`config.mk`:
```
export PLATFORM = sky130hd
export DESIGN_NAME = dpa_lock_arbiter
export DESIGN_NICKNAME = d
export VERILOG_FILES = /design/src/rtl/dpa_pkg.sv /design/src/rtl/dpa_flag_clean.sv /design/src/rtl/dpa_rr_pick.sv /design/src/rtl/dpa_lock_arbiter.sv
export SDC_FILE = /design/constraint.sdc
export NUM_CORES = 1
export LEC_CHECK = 0
export ABC_AREA = 1
export ABC_CLOCK_PERIOD_IN_PS = 6100
export BUFFER_PORTS_ARGS = -buffer_cell sky130_fd_sc_hd__buf_2
export CORE_MARGIN = 2
export CORE_UTILIZATION = 54
export CTS_CLUSTER_DIAMETER = 200
export DETAILED_ROUTE_END_ITERATION = 10
export PLACE_DENSITY_LB_ADDON = 0.1
export SLEW_MARGIN = 20
export SYNTH_ARGS = -nofsm -noshare
export SYNTH_HDL_FRONTEND = slang
export SYNTH_HIERARCHICAL = 1
export SYNTH_SLANG_ARGS = --single-unit
```
`constraint.sdc`:
```
create_clock -name clk_i -period 6.1 [get_ports clk_i]
set_clock_uncertainty 0.15 [all_clocks]
set_input_delay 0.915 -clock clk_i [delete_from_list [all_inputs] [get_ports clk_i]]
set_output_delay 0.915 -clock clk_i [all_outputs]
set_load 0.01 [all_outputs]
```
`src/rtl/dpa_pkg.sv`:
```
package dpa_pkg;
  localparam int FLAG_W = 6;
  localparam int F_CMD  = 0;
  localparam int F_INT  = 1;
  localparam int F_NWD  = 2;
  localparam int F_LOCK = 3;
  localparam int F_UNL  = 4;
  localparam int F_EOT  = 5;
endpackage

```
`src/rtl/dpa_flag_clean.sv`:
```
module dpa_flag_clean
  import dpa_pkg::*;
(
  input  logic [FLAG_W-1:0] raw_i,
  output logic [FLAG_W-1:0] clean_o,
  output logic              bad_o
);
  always_comb begin
    clean_o = raw_i;
    bad_o   = 1'b0;
    if (raw_i[F_CMD]) begin
      clean_o[F_EOT] = 1'b0;
      bad_o          = raw_i[F_EOT];
    end else begin
      clean_o[F_NWD]  = 1'b0;
      clean_o[F_LOCK] = 1'b0;
      clean_o[F_UNL]  = 1'b0;
      bad_o           = raw_i[F_NWD] | raw_i[F_LOCK] | raw_i[F_UNL];
    end
  end
endmodule

```
`src/rtl/dpa_rr_pick.sv`:
```
module dpa_rr_pick #(
  parameter int N  = 6,
  parameter int IW = 3
) (
  input  logic [N-1:0]  req_i,
  input  logic [IW-1:0] last_i,
  output logic          vld_o,
  output logic [IW-1:0] idx_o
);
  always_comb begin
    vld_o = 1'b0;
    idx_o = '0;
    for (int k = 1; k <= N; k++) begin
      int j;
      j = (int'(last_i) + k) % N;
      if (!vld_o && req_i[j]) begin
        vld_o = 1'b1;
        idx_o = IW'(j);
      end
    end
  end
endmodule

```
`src/rtl/dpa_lock_arbiter.sv`:
```
module dpa_lock_arbiter
  import dpa_pkg::*;
#(
  parameter int HOSTS          = 2,
  parameter int PIPES_PER_HOST = 3,
  parameter int DATA_W         = 16,
  localparam int NP            = HOSTS * PIPES_PER_HOST,
  localparam int IW            = (NP > 1) ? $clog2(NP) : 1
) (
  input  logic                 clk_i,
  input  logic                 rst_ni,
  input  logic [NP-1:0]        in_valid_i,
  output logic [NP-1:0]        in_ready_o,
  input  logic [NP*FLAG_W-1:0] in_flags_i,
  input  logic [NP*DATA_W-1:0] in_data_i,
  output logic                 out_valid_o,
  input  logic                 out_ready_i,
  output logic [IW-1:0]        out_pipe_o,
  output logic [FLAG_W-1:0]    out_flags_o,
  output logic [DATA_W-1:0]    out_data_o,
  input  logic                 done_i,
  input  logic [IW-1:0]        done_pipe_i,
  output logic [NP-1:0]        irq_o,
  output logic [NP-1:0]        err_o
);
  logic [FLAG_W-1:0] cln [NP];
  logic [NP-1:0]     bad, elig;
  logic [NP-1:0]     wait_q, wait_d, err_q, err_d, irq_q;
  logic              lock_q, lock_d, unl_q, unl_d;
  logic [IW-1:0]     owner_q, owner_d, last_q, last_d;
  logic              outv_q, outv_d;
  logic [IW-1:0]     opipe_q, opipe_d;
  logic [FLAG_W-1:0] oflags_q, oflags_d;
  logic [DATA_W-1:0] odata_q, odata_d;
  logic              pick_vld, take, handoff, slot_free;
  logic [IW-1:0]     pick_idx;
  logic [FLAG_W-1:0] sel_flags;

  for (genvar p = 0; p < NP; p++) begin : g_pipe
    dpa_flag_clean u_clean (
      .raw_i  (in_flags_i[p*FLAG_W +: FLAG_W]),
      .clean_o(cln[p]),
      .bad_o  (bad[p])
    );
    assign elig[p] = in_valid_i[p] & ~wait_q[p] &
                     (~lock_q | ((owner_q == IW'(p)) & cln[p][F_CMD]));
  end

  dpa_rr_pick #(.N(NP), .IW(IW)) u_pick (
    .req_i (elig),
    .last_i(last_q),
    .vld_o (pick_vld),
    .idx_o (pick_idx)
  );

  assign handoff    = outv_q & out_ready_i;
  assign slot_free  = ~outv_q | out_ready_i;
  assign take       = slot_free & pick_vld;
  assign in_ready_o = take ? (NP'(1) << pick_idx) : '0;
  assign sel_flags  = cln[pick_idx];

  always_comb begin
    wait_d   = wait_q;
    lock_d   = lock_q;
    owner_d  = owner_q;
    unl_d    = unl_q;
    last_d   = last_q;
    err_d    = err_q;
    outv_d   = outv_q;
    opipe_d  = opipe_q;
    oflags_d = oflags_q;
    odata_d  = odata_q;
    if (done_i && (int'(done_pipe_i) < NP) && wait_q[done_pipe_i]) begin
      wait_d[done_pipe_i] = 1'b0;
      if (unl_q && (done_pipe_i == owner_q)) begin
        lock_d = 1'b0;
        unl_d  = 1'b0;
      end
    end
    if (take) begin
      outv_d   = 1'b1;
      opipe_d  = pick_idx;
      oflags_d = sel_flags;
      odata_d  = in_data_i[pick_idx*DATA_W +: DATA_W];
      last_d   = pick_idx;
      err_d[pick_idx] = err_q[pick_idx] | bad[pick_idx];
      if (sel_flags[F_LOCK] && !lock_q) begin
        lock_d  = 1'b1;
        owner_d = pick_idx;
      end
      if (sel_flags[F_NWD] || sel_flags[F_UNL]) wait_d[pick_idx] = 1'b1;
      if (sel_flags[F_UNL] && (lock_q || sel_flags[F_LOCK])) unl_d = 1'b1;
    end else if (handoff) begin
      outv_d = 1'b0;
    end
  end

  always_ff @(posedge clk_i) begin
    if (!rst_ni) begin
      wait_q   <= '0;
      lock_q   <= 1'b0;
      owner_q  <= '0;
      unl_q    <= 1'b0;
      last_q   <= IW'(NP - 1);
      err_q    <= '0;
      irq_q    <= '0;
      outv_q   <= 1'b0;
      opipe_q  <= '0;
      oflags_q <= '0;
      odata_q  <= '0;
    end else begin
      wait_q   <= wait_d;
      lock_q   <= lock_d;
      owner_q  <= owner_d;
      unl_q    <= unl_d;
      last_q   <= last_d;
      err_q    <= err_d;
      irq_q    <= (handoff && oflags_q[F_INT]) ? (NP'(1) << opipe_q) : '0;
      outv_q   <= outv_d;
      opipe_q  <= opipe_d;
      oflags_q <= oflags_d;
      odata_q  <= odata_d;
    end
  end

  assign out_valid_o = outv_q;
  assign out_pipe_o  = opipe_q;
  assign out_flags_o = oflags_q;
  assign out_data_o  = odata_q;
  assign irq_o       = irq_q;
  assign err_o       = err_q;

  AST_ONE_GRANT: assert property (@(posedge clk_i) disable iff (!rst_ni)
    $onehot0(in_ready_o) && (|in_ready_o -> |(in_ready_o & in_valid_i)));
  AST_SLOT_HOLD: assert property (@(posedge clk_i) disable iff (!rst_ni)
    (out_valid_o && !out_ready_i) |=> (out_valid_o && $stable(out_data_o) && $stable(out_pipe_o)));
  AST_LOCK_EXCL: assert property (@(posedge clk_i) disable iff (!rst_ni)
    (lock_q && |in_ready_o) |-> (in_ready_o == (NP'(1) << owner_q)));
  AST_WAIT_BLOCK: assert property (@(posedge clk_i) disable iff (!rst_ni)
    (in_ready_o & wait_q) == '0);
  AST_IRQ_AFTER: assert property (@(posedge clk_i) disable iff (!rst_ni)
    |irq_o |-> $past(out_valid_o && out_ready_i));
  AST_ERR_STICKY: assert property (@(posedge clk_i) disable iff (!rst_ni)
    (err_o & $past(err_o)) == $past(err_o));
endmodule

```
* Word-level counts from Yosys, hierarchy flattened
Cells that the tools add are included.
Storage, ports and cells: output and inout port bits 44, bits of input ports 145, bits in registers 52, logic and storage cells 197
Cells by class: reduce and logical (&&, ||, !) cells 25, multiplexer cells 76, bitwise operators 52, $lt $le $gt $ge 12, shifts and indexed selects 3, equal/unequal tests 6, div/mod/pow operators 6, add/sub/neg operators 6
Operator list (count):
- 32-bit by 5-bit less-than comparator with 1-bit output (second input constant) | 6
- 32-bit by 4-bit remainder unit with 32-bit output (second input constant) | 6
- 96-bit by 8-bit indexed part select with 16-bit output | 1
- 1-bit two-way mux | 45
- 3-bit two-way mux | 12
- 6-bit two-way mux | 6
- 1-bit binary-select mux with 3-bit select | 9
- 1-bit bitwise AND | 20
- 1-bit bitwise OR | 20
- 6-bit binary-select mux with 3-bit select | 1
- 1-bit logical AND | 13
- 3-bit by 3-bit adder with 4-bit output (second input constant) | 3
- 1-bit by 3-bit left shift with 6-bit output (first input constant) | 2
- 3-bit by 2-bit adder with 4-bit output (second input constant) | 2
- 3-bit by 4-bit less-than comparator with 1-bit output (second input constant) | 2
- 1-bit NOT | 8
- 6-bit bitwise AND | 1
- 6-bit bitwise mux | 1
- 1-bit demux with 3-bit select | 2
- 3-bit by 2-bit == test with 1-bit output (second input constant) | 2
- 3-bit == test (second input constant) | 2
- 3-bit by 1-bit greater-or-equal comparator with 1-bit output (second input constant) | 2
- 1-bit logical NOT | 6
- 6-bit NOT | 1
- other kinds (11) | 13

* Logic depth before layout (Yosys ltp)
depth in word-level cells 31, depth in mapped cells 34

* By module
The synthesis kept the hierarchy.
Modules (own cells, without submodules):
- dpa_lock_arbiter | area an instance 3183.1 um^2, instances 1, cells each 485
- dpa_rr_pick | area an instance 1103.6 um^2, instances 1, cells each 189
- dpa_flag_clean | area an instance 65.1 um^2, instances 6, cells each 15

* Worst setup path before layout
No wires, ideal clock.
path kind register to output, from register last_q[1], to output port in_ready_o[0], data arrival time 3375 ps, buffers on the path 1, setup slack 1660 ps, cell stages (with the launch flop) 24, path through dfxtp_1 inv_1 ha_1 a21oi_2 inv_1 ha_1 nor2_1 nand3_1 nand2_1 nand2_2 nand2_1 nand2_1 nand2_1 nand3_1 nand2_2 inv_2 nand3_2 nor2_1 nor2_1 nand3_1 nor2_4 buf_4 inv_1 nor2_1
On the way: word-level cells in the longest chain between the ends 23, elaborated cells on any way between the ends 55, classes of those cells add/sub (6); div (6); shift (1); mux (31); bitwise (1); reduce/logical (10)
RTL lines:
- from (decl) | line dpa_lock_arbiter.sv:30 | logic [IW-1:0] owner_q, owner_d, last_q, last_d;
- from (signal assigned) | line dpa_lock_arbiter.sv:104 | last_q <= IW'(NP - 1);
- from (signal assigned) | line dpa_lock_arbiter.sv:116 | last_q <= last_d;
- 3-bit by 1-bit adder with 4-bit output | line dpa_rr_pick.sv:15 | j = (int'(last_i) + k) % N;
- 32-bit by 4-bit remainder unit with 32-bit output | line dpa_rr_pick.sv:15
- 1-bit binary-select mux with 3-bit select | line dpa_rr_pick.sv:16 | if (!vld_o && req_i[j]) begin
- 1-bit two-way mux (not written as such) (2 in series) | line dpa_rr_pick.sv:16
- 1-bit two-way mux | line dpa_rr_pick.sv:16
- 1-bit logical NOT | line dpa_rr_pick.sv:16
- 1-bit logical AND | line dpa_rr_pick.sv:16
- 1-bit two-way mux | line dpa_rr_pick.sv:16
- [... 7 more ...]
- 1-bit logical AND | line dpa_rr_pick.sv:16
- 1-bit two-way mux | line dpa_rr_pick.sv:16
- 1-bit logical NOT | line dpa_rr_pick.sv:16
- 1-bit logical AND | line dpa_rr_pick.sv:16
- 3-bit two-way mux * | line dpa_rr_pick.sv:16
- via pick_idx[1] | line dpa_lock_arbiter.sv:36 | logic [IW-1:0] pick_idx;
- 1-bit by 3-bit left shift with 6-bit output * | line dpa_lock_arbiter.sv:59 | assign in_ready_o = take ? (NP'(1) << pick_idx) : '0;
- 6-bit two-way mux * | line dpa_lock_arbiter.sv:59
- to (decl) | line dpa_lock_arbiter.sv:13 | output logic [NP-1:0] in_ready_o,
Mark *: on every way through the listed nets, which the timed path passes. The rest lies on a longest branch. The select of a mux whose other input is x is not followed.

* Worst setup path in the final report
from register last_q[0], to output port in_ready_o[0]
Same word-level chain as after synthesis.

==> reports/results.ini <==
[grt]
first_global_vias=5227
grt_first_pass_wirelength_um=24010
gr-total-overflow=0
number_of_antenna_violations_at_the_first_check_in_global_routing=0
grt_start_max_net_pins=43
grtUsageTotal_pct=30.20

[timing]
setup_tns_ps=0
period_needed_ps=5463
max_clock_freq_mhz=183.0
fin_crit_sh_pct=89.56
relative_slew_margins_pct=60.40
grt_setup_unrepaired=false
setup-violations-final=0
tightestPinTransition_ps=587.8
hold_violations=0
report.final.slew_viol_count=0

[cts]
htreeDepth=2
post_cts_buffers=0
clkTransAtPathRegs_ps=100
cts-root-buf=sky130_fd_sc_hd__clkbuf_8
maximum_buffer_depth_of_the_clock_tree=2
insertion_delay_ps=310
clock_sink_count=51
cts_tree=built
tritoncts.num_buffers=5

[setup_path]
critical-path-top-cell-by-count=sky130_fd_sc_hd__nand2_1
critPathCaptureType=output pin
cp_cell_sequence=inv_1 -> ha_1 -> inv_1 -> nand2_1 -> nand2_1 -> inv_2 -> ha_1 -> nor2_1 -> nand3_1 -> nand2_1 -> nand2_2 -> nand2_1 -> nand2_1 -> nand2_1 -> inv_2 -> nand2_1 -> nand2_2 -> nor3_2 -> nand4_1 -> nand3_1 -> clkinv_1 -> nand2_1 -> nor2_1 -> buf_2
crit_family=simple AND/OR/NAND/NOR gates
crit_required_ps=5030
critical_path.max_fanout=22
slowest_stage=sky130_fd_sc_hd__dfxtp_2
critical_path.n_buffers_inverters=6
critPathKind=flip-flop to output pin
worst-endpoint-arrival_ps=4400
critical_path.startpoint_type=flip-flop
critical_path.max_stage_delay_ps=570

[route]
drt.antenna.violating_nets=0
total_routed_length_um=14600
vias_per_cell=5.360
drt_first_iter_violations=312
drt-pass1-iter-count=5
drc=0
routedWlPerCell_um=14.21
vias=5510

[status]
run_status=finished, final reports clean

[floorplanning]
start_util_pct=56.35
ioPinCount=189
design.die.area_um2=9422
placeableCoreArea_um2=8299
die_x_um=97.07
dieHeight_um=97.07
core.rowCount=33

[place]
cell_count_after_placement=1020
place.gp.congestion=0.9318
count_of_buffers_from_port_buffering=188
detailedPlacementHpwl_um=11650
placedInstanceArea_um2=5528

[synth]
synth.net_count=922
synth_seq_cells=51
synthesis.instances=764
ys_seq_area_share_pct=21.83
yosys_warnings=6
synth_area_um2=4677
yosys.cell_types.count=41
synth.avg_cell_area_um2=6.122

[cells_and_area]
post-route-cell-area_um2=5628
final.fill_count=802
fin_nets=1080
antenna_cells=0
area_delta_synth_final_pct=20.33
final_cell_count_no_fill=1028
final_layout_size_suffix_gt1_share_pct=27.95

[worst_hold_path]
worst_hold_path_type=flip-flop to flip-flop

[job]
max_cap_viol_count=0

[cell families (layout without fill, tap and decap cells)]
| kind of cell | count (synthesis) | count (layout) | share of synthesized area, % |
|---|---|---|---|
| DFF | 51 | 51 | 21.83 |
| buffers and inverters | 154 | 313 | 14.69 |
| adders and majority gates | 13 | 13 | 3.478 |
| xor gates and xnor gates | 3 | 3 | 0.5619 |
| AOI/OAI and AO/OA | 143 | 143 | 20.09 |
| and+or+nand+nor | 400 | 400 | 39.35 |
[cells in the mapped netlist, drive strengths merged]
library cell	instances	area, µm²
o22ai	1	6.260
o31a	1	8.760
o31ai	3	37.54
clkbuf	10	37.54
nand2	208	835.8
xor2	2	17.52
nand3b	2	27.53
nor2	92	410.4
o211ai	5	37.54
clkinv	1	3.750
ha	13	162.7
nor3	8	45.04
or2	3	21.28
nand3	79	450.4
inv	110	412.9
a21boi	1	7.510
buf	33	232.7
a22o	19	166.4
dfxtp	51	1021
nand4	8	50.05
xnor2	1	8.760
a211oi	19	142.6
a21oi	37	200.2
o21bai	19	142.6
o21ai	38	190.2
[metal layers]
metal | vias to the layer above | share of wire [%] | track usage, %
met3 | 41 | 6.2 | 4.173
met2 | 215 | 49 | 53.53
li1 | 2775 | - | -
met4 | 0 | 3.4 | 11.16
met5 | - | 0 | 0
met1 | 2479 | 41 | 37.14
[worst register-to-register path: cells and delay by family, from the launching register on]
kind            cells  cell delay (ps)
simple gates       20             2240
buf+inv             6              840
flops               1              570
fa+ha+maj           2              530
compound gates      1              230
[final timing paths]
path                            cells after the start      start             to  slack, ps
worst min-delay path                                2      unl_q          unl_q        320
worst max-delay path                               24  last_q[0]  in_ready_o[0]        640
worst min register to register                      2      unl_q          unl_q        320
worst max register to register                     29  last_q[0]     owner_q[2]       1450
[through the flow]
| stage | util, % | setup slack, ps | hold slack (ps) |
|---|---|---|---|
| after CTS | 67.78 | 334.8 | 319.6 |
| after global placement | 66.61 | 930.9 | 296.1 |
| after global routing | 67.81 | 98.07 | 342.9 |
| final | 67.81 | 636.7 | 316.7 |
| after detailed placement | 66.61 | 750.7 | 303.6 |
| after floorplan | - | 1660 | 289.1 |
[cell type report]
cell class	instances	area (µm²)	share of cell area, %
tap	105	131.4	2.334
clock inverter	3	28.78	0.5113
sequential	51	1023	18.19
timing repair buffer	194	985.9	17.52
multi-input combinational	559	2973	52.82
inverter	111	416.7	7.403
clock buffer	5	68.82	1.223
[cell usage in the layout (no fill, tap or decap), types with 2 or more instances in the layout]
| master | netlist | routed |
|---|---|---|
| sky130_fd_sc_hd__a22o_1 | 19 | 19 |
| sky130_fd_sc_hd__a211oi_1 | 19 | 19 |
| sky130_fd_sc_hd__inv_1 | 100 | 100 |
| sky130_fd_sc_hd__xor2_1 | 2 | 2 |
| sky130_fd_sc_hd__nand4_1 | 8 | 8 |
| sky130_fd_sc_hd__buf_4 | 17 | 6 |
| sky130_fd_sc_hd__dfxtp_1 | 51 | 49 |
| sky130_fd_sc_hd__o211ai_1 | 5 | 5 |
| sky130_fd_sc_hd__nand2_2 | 13 | 13 |
| sky130_fd_sc_hd__nand3_2 | 6 | 6 |
| sky130_fd_sc_hd__dfxtp_2 | 0 | 2 |
| sky130_fd_sc_hd__clkinv_4 | 0 | 2 |
| sky130_fd_sc_hd__nand2_4 | 3 | 3 |
| sky130_fd_sc_hd__o21ai_0 | 35 | 35 |
| sky130_fd_sc_hd__nand2_1 | 192 | 192 |
| sky130_fd_sc_hd__nor2_4 | 8 | 8 |
| sky130_fd_sc_hd__o21ai_1 | 3 | 3 |
| sky130_fd_sc_hd__inv_2 | 10 | 10 |
| sky130_fd_sc_hd__o31ai_2 | 3 | 3 |
| sky130_fd_sc_hd__nor2_1 | 82 | 82 |
| sky130_fd_sc_hd__ha_1 | 13 | 13 |
| sky130_fd_sc_hd__nand3_1 | 71 | 71 |
| sky130_fd_sc_hd__buf_2 | 12 | 188 |
| sky130_fd_sc_hd__nor2_2 | 2 | 2 |
| sky130_fd_sc_hd__a21oi_2 | 1 | 2 |
| sky130_fd_sc_hd__clkbuf_8 | 0 | 5 |
| sky130_fd_sc_hd__nor3_1 | 7 | 7 |
| sky130_fd_sc_hd__a21oi_1 | 35 | 34 |
| sky130_fd_sc_hd__nand3_4 | 2 | 2 |
| sky130_fd_sc_hd__o21bai_1 | 19 | 19 |
[sequential cells by signal, indices dropped and copies added (netlist names)]
name / cells
out_flags_o: 6
irq_o: 6
out_data_o: 16
last_q: 3
wait_q: 6
owner_q: 3
err_o: 6
lock_q: 1
out_valid_o: 1
unl_q: 1
out_pipe_o: 2
[what timing repair did]
| item | 4_1_cts | 5_1_grt |
|---|---|---|
| gates resized for setup | 0 | 2 |
| endpoints found under the setup margin | 0 | 6 |
| hold buffers | 0 | 0 |
Power is left out: the tool's default activity adds up to more than one toggle a clock period on the data nets, which glitch-free logic cannot reach.
